==> src/rtl/hwp_pkg.sv <==
package hwp_pkg;
  localparam int WORD_W   = 32;
  localparam int HALF_W   = WORD_W / 2;
  localparam int ADDR_INC = WORD_W / 8;

  typedef enum logic [1:0] {
    CTL_CFG  = 2'b00,
    CTL_AINC = 2'b01,
    CTL_ADDR = 2'b10,
    CTL_DATA = 2'b11
  } ctl_e;

  typedef enum logic [2:0] {
    ST_IDLE,
    ST_DRAIN,
    ST_GAP,
    ST_ASTALL,
    ST_PUSHW,
    ST_FLUSH
  } st_e;

  typedef struct packed {
    logic [WORD_W-1:0] addr;
    logic [WORD_W-1:0] data;
  } wr_ent_t;
endpackage

==> src/rtl/hwp_strobe_sync.sv <==
module hwp_strobe_sync #(
  parameter int STAGES = 2
) (
  input  logic clk_i,
  input  logic rst_ni,
  input  logic cs_ni,
  input  logic strb_ni,
  output logic fall_o
);
  logic [STAGES-1:0] sh_q;
  logic              prev_q;
  logic              raw;

  assign raw = ~cs_ni & ~strb_ni;

  always_ff @(posedge clk_i or negedge rst_ni) begin
    if (!rst_ni) begin
      sh_q   <= '0;
      prev_q <= 1'b0;
    end else begin
      sh_q[0] <= raw;
      for (int i = 1; i < STAGES; i++) sh_q[i] <= sh_q[i-1];
      prev_q <= sh_q[STAGES-1];
    end
  end

  // start of an access = active-low strobe falling, seen after sync
  assign fall_o = sh_q[STAGES-1] & ~prev_q;
endmodule

==> src/rtl/hwp_wfifo.sv <==
module hwp_wfifo import hwp_pkg::*; #(
  parameter int DEPTH = 8
) (
  input  logic    clk_i,
  input  logic    rst_ni,
  input  logic    push_i,
  input  wr_ent_t push_ent_i,
  output logic    full_o,
  output logic    empty_o,
  output logic    out_valid_o,
  output wr_ent_t out_ent_o,
  input  logic    out_ready_i
);
  localparam int PW = (DEPTH < 2) ? 1 : $clog2(DEPTH);
  localparam int CW = $clog2(DEPTH + 1);

  wr_ent_t       mem_q [DEPTH];
  logic [PW-1:0] wp_q, rp_q;
  logic [CW-1:0] cnt_q;
  logic          do_push, do_pop;

  assign full_o      = (cnt_q == CW'(DEPTH));
  assign empty_o     = (cnt_q == '0);
  assign out_valid_o = ~empty_o;
  assign out_ent_o   = mem_q[rp_q];
  assign do_push     = push_i & ~full_o;
  assign do_pop      = out_valid_o & out_ready_i;

  always_ff @(posedge clk_i or negedge rst_ni) begin
    if (!rst_ni) begin
      wp_q  <= '0;
      rp_q  <= '0;
      cnt_q <= '0;
      for (int i = 0; i < DEPTH; i++) mem_q[i] <= '0;
    end else begin
      if (do_push) begin
        mem_q[wp_q] <= push_ent_i;
        wp_q <= (wp_q == PW'(DEPTH - 1)) ? '0 : wp_q + 1'b1;
      end
      if (do_pop) rp_q <= (rp_q == PW'(DEPTH - 1)) ? '0 : rp_q + 1'b1;
      case ({do_push, do_pop})
        2'b10:   cnt_q <= cnt_q + 1'b1;
        2'b01:   cnt_q <= cnt_q - 1'b1;
        default: cnt_q <= cnt_q;
      endcase
    end
  end
endmodule

==> src/rtl/hwp_seq.sv <==
module hwp_seq import hwp_pkg::*; #(
  parameter int ADDR_STALL = 2
) (
  input  logic              clk_i,
  input  logic              rst_ni,
  input  logic              fall_i,
  input  logic [1:0]        ctl_i,
  input  logic              hsel_i,
  input  logic [HALF_W-1:0] data_i,
  input  logic              full_i,
  input  logic              empty_i,
  output logic              push_o,
  output wr_ent_t           push_ent_o,
  output logic              busy_o
);
  localparam int SCW = (ADDR_STALL < 2) ? 1 : $clog2(ADDR_STALL);

  st_e               st_q, st_d;
  logic [WORD_W-1:0] addr_q, word_q;
  logic [HALF_W-1:0] lo_q;
  logic              inc_q, push_inc, take;
  logic [SCW-1:0]    cnt_q;

  assign take = (st_q == ST_IDLE) && fall_i;

  always_comb begin
    st_d            = st_q;
    push_o          = 1'b0;
    push_inc        = 1'b0;
    push_ent_o.addr = addr_q;
    push_ent_o.data = {data_i, lo_q};
    case (st_q)
      ST_IDLE: if (fall_i) begin
        if (ctl_i == CTL_ADDR) begin
          st_d = (!hsel_i && !empty_i) ? ST_DRAIN : ST_ASTALL;
        end else if (ctl_i[0] && hsel_i) begin
          if (!full_i) begin
            push_o   = 1'b1;
            push_inc = (ctl_i == CTL_AINC);
            st_d     = push_inc ? ST_IDLE : ST_FLUSH;
          end else begin
            st_d = ST_PUSHW;
          end
        end
      end
      ST_PUSHW: begin
        push_ent_o.data = word_q;
        if (!full_i) begin
          push_o   = 1'b1;
          push_inc = inc_q;
          st_d     = inc_q ? ST_IDLE : ST_FLUSH;
        end
      end
      ST_DRAIN:  if (empty_i) st_d = ST_GAP;
      ST_GAP:    st_d = ST_ASTALL;
      ST_ASTALL: if (cnt_q == '0) st_d = ST_IDLE;
      ST_FLUSH:  if (empty_i) st_d = ST_IDLE;
      default:   st_d = ST_IDLE;
    endcase
  end

  always_ff @(posedge clk_i or negedge rst_ni) begin
    if (!rst_ni) begin
      st_q   <= ST_IDLE;
      addr_q <= '0;
      word_q <= '0;
      lo_q   <= '0;
      inc_q  <= 1'b0;
      cnt_q  <= '0;
    end else begin
      st_q <= st_d;
      if (st_d == ST_ASTALL && st_q != ST_ASTALL) cnt_q <= SCW'(ADDR_STALL - 1);
      else if (st_q == ST_ASTALL && cnt_q != '0)  cnt_q <= cnt_q - 1'b1;
      if (take && ctl_i == CTL_ADDR) begin
        if (hsel_i) addr_q[WORD_W-1:HALF_W] <= data_i;
        else        addr_q[HALF_W-1:0]      <= data_i;
      end else if (push_o && push_inc) begin
        addr_q <= addr_q + WORD_W'(ADDR_INC);
      end
      if (take && ctl_i[0]) begin
        if (!hsel_i) begin
          lo_q <= data_i;
        end else begin
          word_q <= {data_i, lo_q};
          inc_q  <= (ctl_i == CTL_AINC);
        end
      end
    end
  end

  assign busy_o = (st_q == ST_DRAIN) || (st_q == ST_ASTALL) ||
                  (st_q == ST_PUSHW) || (st_q == ST_FLUSH);
endmodule

==> src/rtl/hwp_write_port.sv <==
module hwp_write_port import hwp_pkg::*; #(
  parameter int FIFO_DEPTH  = 8,
  parameter int SYNC_STAGES = 2,
  parameter int ADDR_STALL  = 2
) (
  input  logic              clk_i,
  input  logic              rst_ni,
  input  logic              cs_ni,
  input  logic              strb_ni,
  input  logic [1:0]        ctl_i,
  input  logic              hsel_i,
  input  logic [HALF_W-1:0] data_i,
  output logic              busy_o,
  output logic              mem_valid_o,
  input  logic              mem_ready_i,
  output logic [WORD_W-1:0] mem_addr_o,
  output logic [WORD_W-1:0] mem_data_o
);
  logic    fall_w, push_w, full_w, empty_w;
  wr_ent_t push_ent_w, head_w;

  hwp_strobe_sync #(.STAGES(SYNC_STAGES)) u_sync (
    .clk_i  (clk_i),
    .rst_ni (rst_ni),
    .cs_ni  (cs_ni),
    .strb_ni(strb_ni),
    .fall_o (fall_w)
  );

  hwp_seq #(.ADDR_STALL(ADDR_STALL)) u_seq (
    .clk_i     (clk_i),
    .rst_ni    (rst_ni),
    .fall_i    (fall_w),
    .ctl_i     (ctl_i),
    .hsel_i    (hsel_i),
    .data_i    (data_i),
    .full_i    (full_w),
    .empty_i   (empty_w),
    .push_o    (push_w),
    .push_ent_o(push_ent_w),
    .busy_o    (busy_o)
  );

  hwp_wfifo #(.DEPTH(FIFO_DEPTH)) u_fifo (
    .clk_i      (clk_i),
    .rst_ni     (rst_ni),
    .push_i     (push_w),
    .push_ent_i (push_ent_w),
    .full_o     (full_w),
    .empty_o    (empty_w),
    .out_valid_o(mem_valid_o),
    .out_ent_o  (head_w),
    .out_ready_i(mem_ready_i)
  );

  assign mem_addr_o = head_w.addr;
  assign mem_data_o = head_w.data;
endmodule

==> config.mk <==
export PLATFORM = sky130hd
export DESIGN_NAME = hwp_write_port
export DESIGN_NICKNAME = d
export VERILOG_FILES = /design/src/rtl/hwp_pkg.sv /design/src/rtl/hwp_strobe_sync.sv /design/src/rtl/hwp_wfifo.sv /design/src/rtl/hwp_seq.sv /design/src/rtl/hwp_write_port.sv
export SDC_FILE = /design/constraint.sdc
export NUM_CORES = 1
export LEC_CHECK = 0
export BUFFER_PORTS_ARGS = -buffer_cell sky130_fd_sc_hd__buf_2
export CAP_MARGIN = 10
export CORE_AREA = 2 2 225 315
export CTS_CLUSTER_DIAMETER = 80
export DETAILED_ROUTE_END_ITERATION = 10
export DIE_AREA = 0 0 227 317
export PLACE_DENSITY = 0.61
export SYNTH_ARGS = -nofsm -noshare
export SYNTH_HDL_FRONTEND = slang
export SYNTH_SLANG_ARGS = --single-unit
==> constraint.sdc <==
create_clock -name clk_i -period 5.7 [get_ports clk_i]
set_clock_uncertainty 0.15 [all_clocks]
set_input_delay 0.855 -clock clk_i [delete_from_list [all_inputs] [get_ports clk_i]]
set_output_delay 0.855 -clock clk_i [all_outputs]
set_load 0.01 [all_outputs]
Word-level counts from Yosys, hierarchy flattened
Index checks and enable logic that the tools add are counted.

cells by class
  bitwise operators = 12
  muxes and demuxes = 39
  add/subtract/negate cells = 6
  multiply operators = 0
  divide/modulo/power cells = 0
  shift-type cells = 0
  $lt $le $gt $ge = 3
  reduce and logical (&&, ||, !) cells = 23
  eq/ne operators = 16

operators by type and width
  cell                                                       number
  bitwise mux 512 bit                                        1
  binary-select mux 64 bit (select 3 bit)                    1
  demux 64 bit (select 3 bit)                                1
  two-way mux 64 bit                                         3
  two-way mux 32 bit                                         3
  two-way mux 3 bit                                          12
  adder 32 x 3 -> 32 bit (second input constant)             1
  two-way mux 16 bit                                         2
  case mux 3 bit (6 select lines)                            1
  == test 3 bit (second input constant)                      4
  two-way mux 1 bit                                          11
  == test 3 x 2 -> 1 bit (second input constant)             3
  logical AND 1 bit                                          9
  greater-or-equal comparator 4 bit (second input constant)  2
  NOT 3 -> 4 bit                                             2
  case mux 4 bit (2 select lines)                            1
  AND reduction 2 bit                                        4
  adder 3 x 1 -> 3 bit (second input constant)               2
  NOT 1 bit                                                  6
  nonzero test 2 bit                                         3
  adder 4 x 1 -> 4 bit (second input constant)               1
  bitwise AND 1 bit                                          4
  == test 2 x 1 -> 1 bit (second input constant)             2
  == test 2 bit (second input constant)                      2
  13 further kinds                                           18

word-level totals
  word-level logic and storage cells = 127
  RAM bits = 0
  memories kept = 0
  flip-flop bits (word level) = 610
  ROM bits = 0
  latch bits = 0

Logic depth before layout (Yosys ltp)
  depth in word-level cells = 10
  mapped depth = 12
  gate-level depth less buffers = 10

Modules after synthesis
From an unflattened synthesis, not the netlist that was laid out.

unflattened totals
  cells, all modules = 1794
  area, all modules = 28785.1 sq um

by module, submodules not included
  module           cells each  instances  area each (sq um)
  hwp_wfifo        1372        1          24164.4
  hwp_seq          417         1          4528.1
  hwp_strobe_sync  5           1          92.6

Worst setup path after synthesis
No wires, ideal clock.

  path kind = reg2out
  start point = reg u_fifo.rp_q[0]
  end point = out mem_data_o[0]
  cell stages (with the launch flop) = 6
  slack = 2.567 ns
  buffers on the path = 3
  data arrival time = 2.128 ns
  path through = dfrtp_1 -> clkbuf_1 -> clkbuf_1 -> buf_1 -> mux4_2 -> mux2_2

on the way
  longest elaborated chain between the ends = 4

ends and longest elaborated chain
  item                                                   line                  RTL
  start, declared                                        hwp_wfifo.sv:18       logic [PW-1:0] wp_q, rp_q;
  start signal, assigned                                 hwp_wfifo.sv:40       if (do_pop) rp_q <= (rp_q == PW'(DEPTH - 1)) ? '0 : rp_q + 1'b1;
  NOT 3 -> 4 bit (implied by the code)                   hwp_wfifo.sv:25       assign out_ent_o = mem_q[rp_q];
  binary-select mux 64 bit (select 3 bit)                hwp_wfifo.sv:25
  two-way mux 64 bit (implied by the code) (2 in a row)  hwp_wfifo.sv:25
  end, declared                                          hwp_write_port.sv:17  output logic [WORD_W-1:0] mem_data_o

No other way between the ends. The select of a mux whose other input is x is not followed.

Worst setup path in the final report
  start point = reg u_fifo.rp_q[0]
  end point = out mem_addr_o[11]

on the way
  longest elaborated chain between the ends = 4

ends and longest elaborated chain
  item                                                   line                  RTL
  NOT 3 -> 4 bit (implied by the code)                   hwp_wfifo.sv:25
  binary-select mux 64 bit (select 3 bit)                hwp_wfifo.sv:25
  two-way mux 64 bit (implied by the code) (2 in a row)  hwp_wfifo.sv:25
  end, declared                                          hwp_write_port.sv:16  output logic [WORD_W-1:0] mem_addr_o,

No other way between the ends. The select of a mux whose other input is x is not followed.

==> results.yml <==
grt:
  grt_pass1_wl_mm: 105
  antenna_found_initial: 1
  grt_pass1_vias: 18300
  grt_usage: 0.189
  grt-ovfl-total: 0
  grt_max_degree: 171
cts:
  cts_buffers: 57
  post_cts_resized: 0
  clk_path_buf_depth: 3
  cts-root-buf: "clkbuf_16"
  cts_hold_buffers: 0
  htreeDepth: 2
  insertion_delay_ns: 0.62
  clk_pin_slew_ns: 0.06
  cts_setup_buffers: 0
  numClockSinks: 610
  cts_tree: "built"
timing:
  grt_setup_unrepaired: "false"
  slew_headroom: 0.146
  fin_crit_sh: 0.715
  setup_ws_ns: 1.63
  setup_violations: 0
  slew_violations: 0
  fmax_mhz: 245
  final-hold-violation-count: 0
  setup_tns_ns: 0
  worst_slew_pin_slew_ns: 1.28
  period_needed_ns: 4.07
layout:
  finalInstanceArea_um2: 30600
  fillCellCount: 6260
  area_growth_pct: 11.6
  final_nets: 2155
  drive_above_1_share: 0.333
  finalCoreUtilization: 0.444
logic_synthesis:
  synth.distinct_cells: 62
  synth-edff-count: 0
  syn-instance-count: 2116
  synth-seq-area-share: 0.556
  synth_top_area_share: 0.556
  synth.most_common_cell: "dfrtp_1"
  synthFlopType: "dfrtp_1"
  syn_area_per_cell_um2: 13.0
  yosys-top-cells-count: "dfrtp_1 (610), mux2_2 (365), a21oi_1 (256)"
  ys.warnings.count: 0
  synth_top_area_cell: "dfrtp_1"
  synthesis.nets: 2148
  syn_area_um2: 27500
  synth-seq-cells: 610
  async_reset_ff_frac: 1.00
  synth_area_leaders: "dfrtp_1 (56%), mux2_2 (15%), mux4_2 (11%), a21oi_1 (4.7%), nor2_1 (3.4%)"
floorplan:
  fp.dieH_um: 317
  coreArea_um2: 69000
  io_pins: 90
  fp.dieW_um: 227
  num_rows: 114
  die_area_um2: 72000
  start_util: 0.398
route:
  drt_first_iter_violations: 1125
  routed_via_density: 5.54
  drc_errors: 0
  drt-pass1-iter-count: 5
  ant_nets: 0
  post_drt_wl_per_cell_um: 21.5
  vias: 17200
  wl_mm: 66.5
place:
  routabilityCongestion: 0.874
  pre_cts_ws_ns: 1.48
  dpl.hpwl_mm: 41.1
  port_buffers: 89
  placed_area_um2: 28700
run_status:
  outcome: "completed"
setup_path:
  end_kind: "output port"
  cp-start-kind: "flip-flop"
  critPathMaxFanout: 37
  critPathKind: "reg2out"
  crit_required_ns: 4.70
  crit_arrival_ns: 3.07
power:
  p_leak_nw: 13.5
  p_total_mw: 13.9
  p_per_area_nw_per_um2: 453
  ir_worst_vdd_mv: 0.328
min_path:
  hold_class: "in2async"
job:
  drv_cap: 0
flip-flops by register name, summed over array words and instances, names as in the netlist:
register and count:
u_sync.prev_q 1, u_seq.lo_q 16, u_seq.st_q 3, u_fifo.rp_q 3, u_fifo.mem_q 512, u_seq.inc_q 1, u_seq.word_q 32, u_fifo.wp_q 3
u_fifo.cnt_q 4, u_sync.sh_q 2, u_seq.addr_q 32, u_seq.cnt_q 1
cells by family (layout without fill, tap and decap cells):
group | count (synthesis) | in the layout | synth area share
XOR/XNOR | 6 | 6 | 0.00191
adder cells (fa/ha/maj) | 8 | 8 | 0.00365
other | 0 | 2 | 0
AO/OA/AOI/OAI | 368 | 368 | 0.0745
multiplexers | 530 | 530 | 0.268
AND/OR/NAND/NOR | 405 | 405 | 0.0659
buffers and inverters | 189 | 241 | 0.0295
flip-flops | 610 | 610 | 0.556
cells in the final DEF (no fill, tap or decap), types with 5 or more instances in the layout:
master	synthesis	routed
a211oi_1	5	5
a21oi_1	256	256
a31oi_1	5	5
a41oi_1	5	5
buf_12	0	8
buf_2	56	88
buf_4	8	26
clkbuf_1	94	18
clkbuf_16	0	59
clkbuf_8	0	14
clkinv_2	0	7
dfrtp_1	610	607
ha_1	8	8
inv_1	13	13
mux2_1	5	5
mux2_2	365	365
mux2i_1	32	32
mux4_2	128	128
nand2_1	70	70
nand3_1	16	16
nand4_1	9	9
nor2_1	249	248
nor3_1	18	17
o21a_1	6	6
o21ai_0	44	44
o22a_1	11	11
or3_1	5	5
or4_1	6	5
worst paths after layout:
kind	start	to	slack, ns	depth (start not counted)
worst max-delay path	u_fifo.rp_q[0]	mem_addr_o[11]	1.63	4
worst min-delay path	rst_ni	u_fifo.mem_q[438]	0.09	1
worst max register to register	u_fifo.cnt_q[1]	u_fifo.mem_q[485]	1.93	6
worst min register to register	u_sync.sh_q[0]	u_sync.sh_q[1]	0.23	0
max in group asynchronous	rst_ni	u_fifo.mem_q[152]	3.90	2
min in group clk_i	u_sync.sh_q[0]	u_sync.sh_q[1]	0.23	0
stage by stage:
step                instances  hold WS (ns)
floorplan                2116         0.181
global placement         2992         0.199
detailed placement       2992         0.213
CTS                      3096         0.112
global route             3096         0.130
finish                   3098        0.0927
report_power, final:
group | internal (mW) | switching (mW) | leakage (nW)
registers | 5.27 | 0.900 | 7.71
logic | 2.01 | 1.80 | 4.85
clock network | 2.26 | 1.64 | 0.942
total | 9.53 | 4.33 | 13.5
layout make-up:
class,instances,area [µm²],area share
antenna,2,5.00,0.000163
clock buffer,91,1740,0.0567
clock inverter,13,173,0.00564
inverter,14,52.6,0.00172
multi-input combinational,1317,11400,0.373
sequential,610,15300,0.499
tap,928,1160,0.0379
timing repair buffer,123,811,0.0265
routing by layer:
metal | share of wire | track usage | wire (µm) | vias up
met1 | 0.41 | 0.237 | 27200 | 8987
met3 | 0.042 | 0.0224 | 2810 | 126
met2 | 0.52 | 0.339 | 34500 | 412
li1 | - | - | - | 7645
met5 | 0 | 0 | 0 | -
met4 | 0.030 | 0.0648 | 2030 | 0
worst max-delay path: stages, from the launching register on:
cell and delay [ns]:
dfrtp_4 0.95, buf_12 0.39, mux4_2 0.55, mux2_2 0.33, buf_2 0.16
Power figures use the tool's default switching activity.
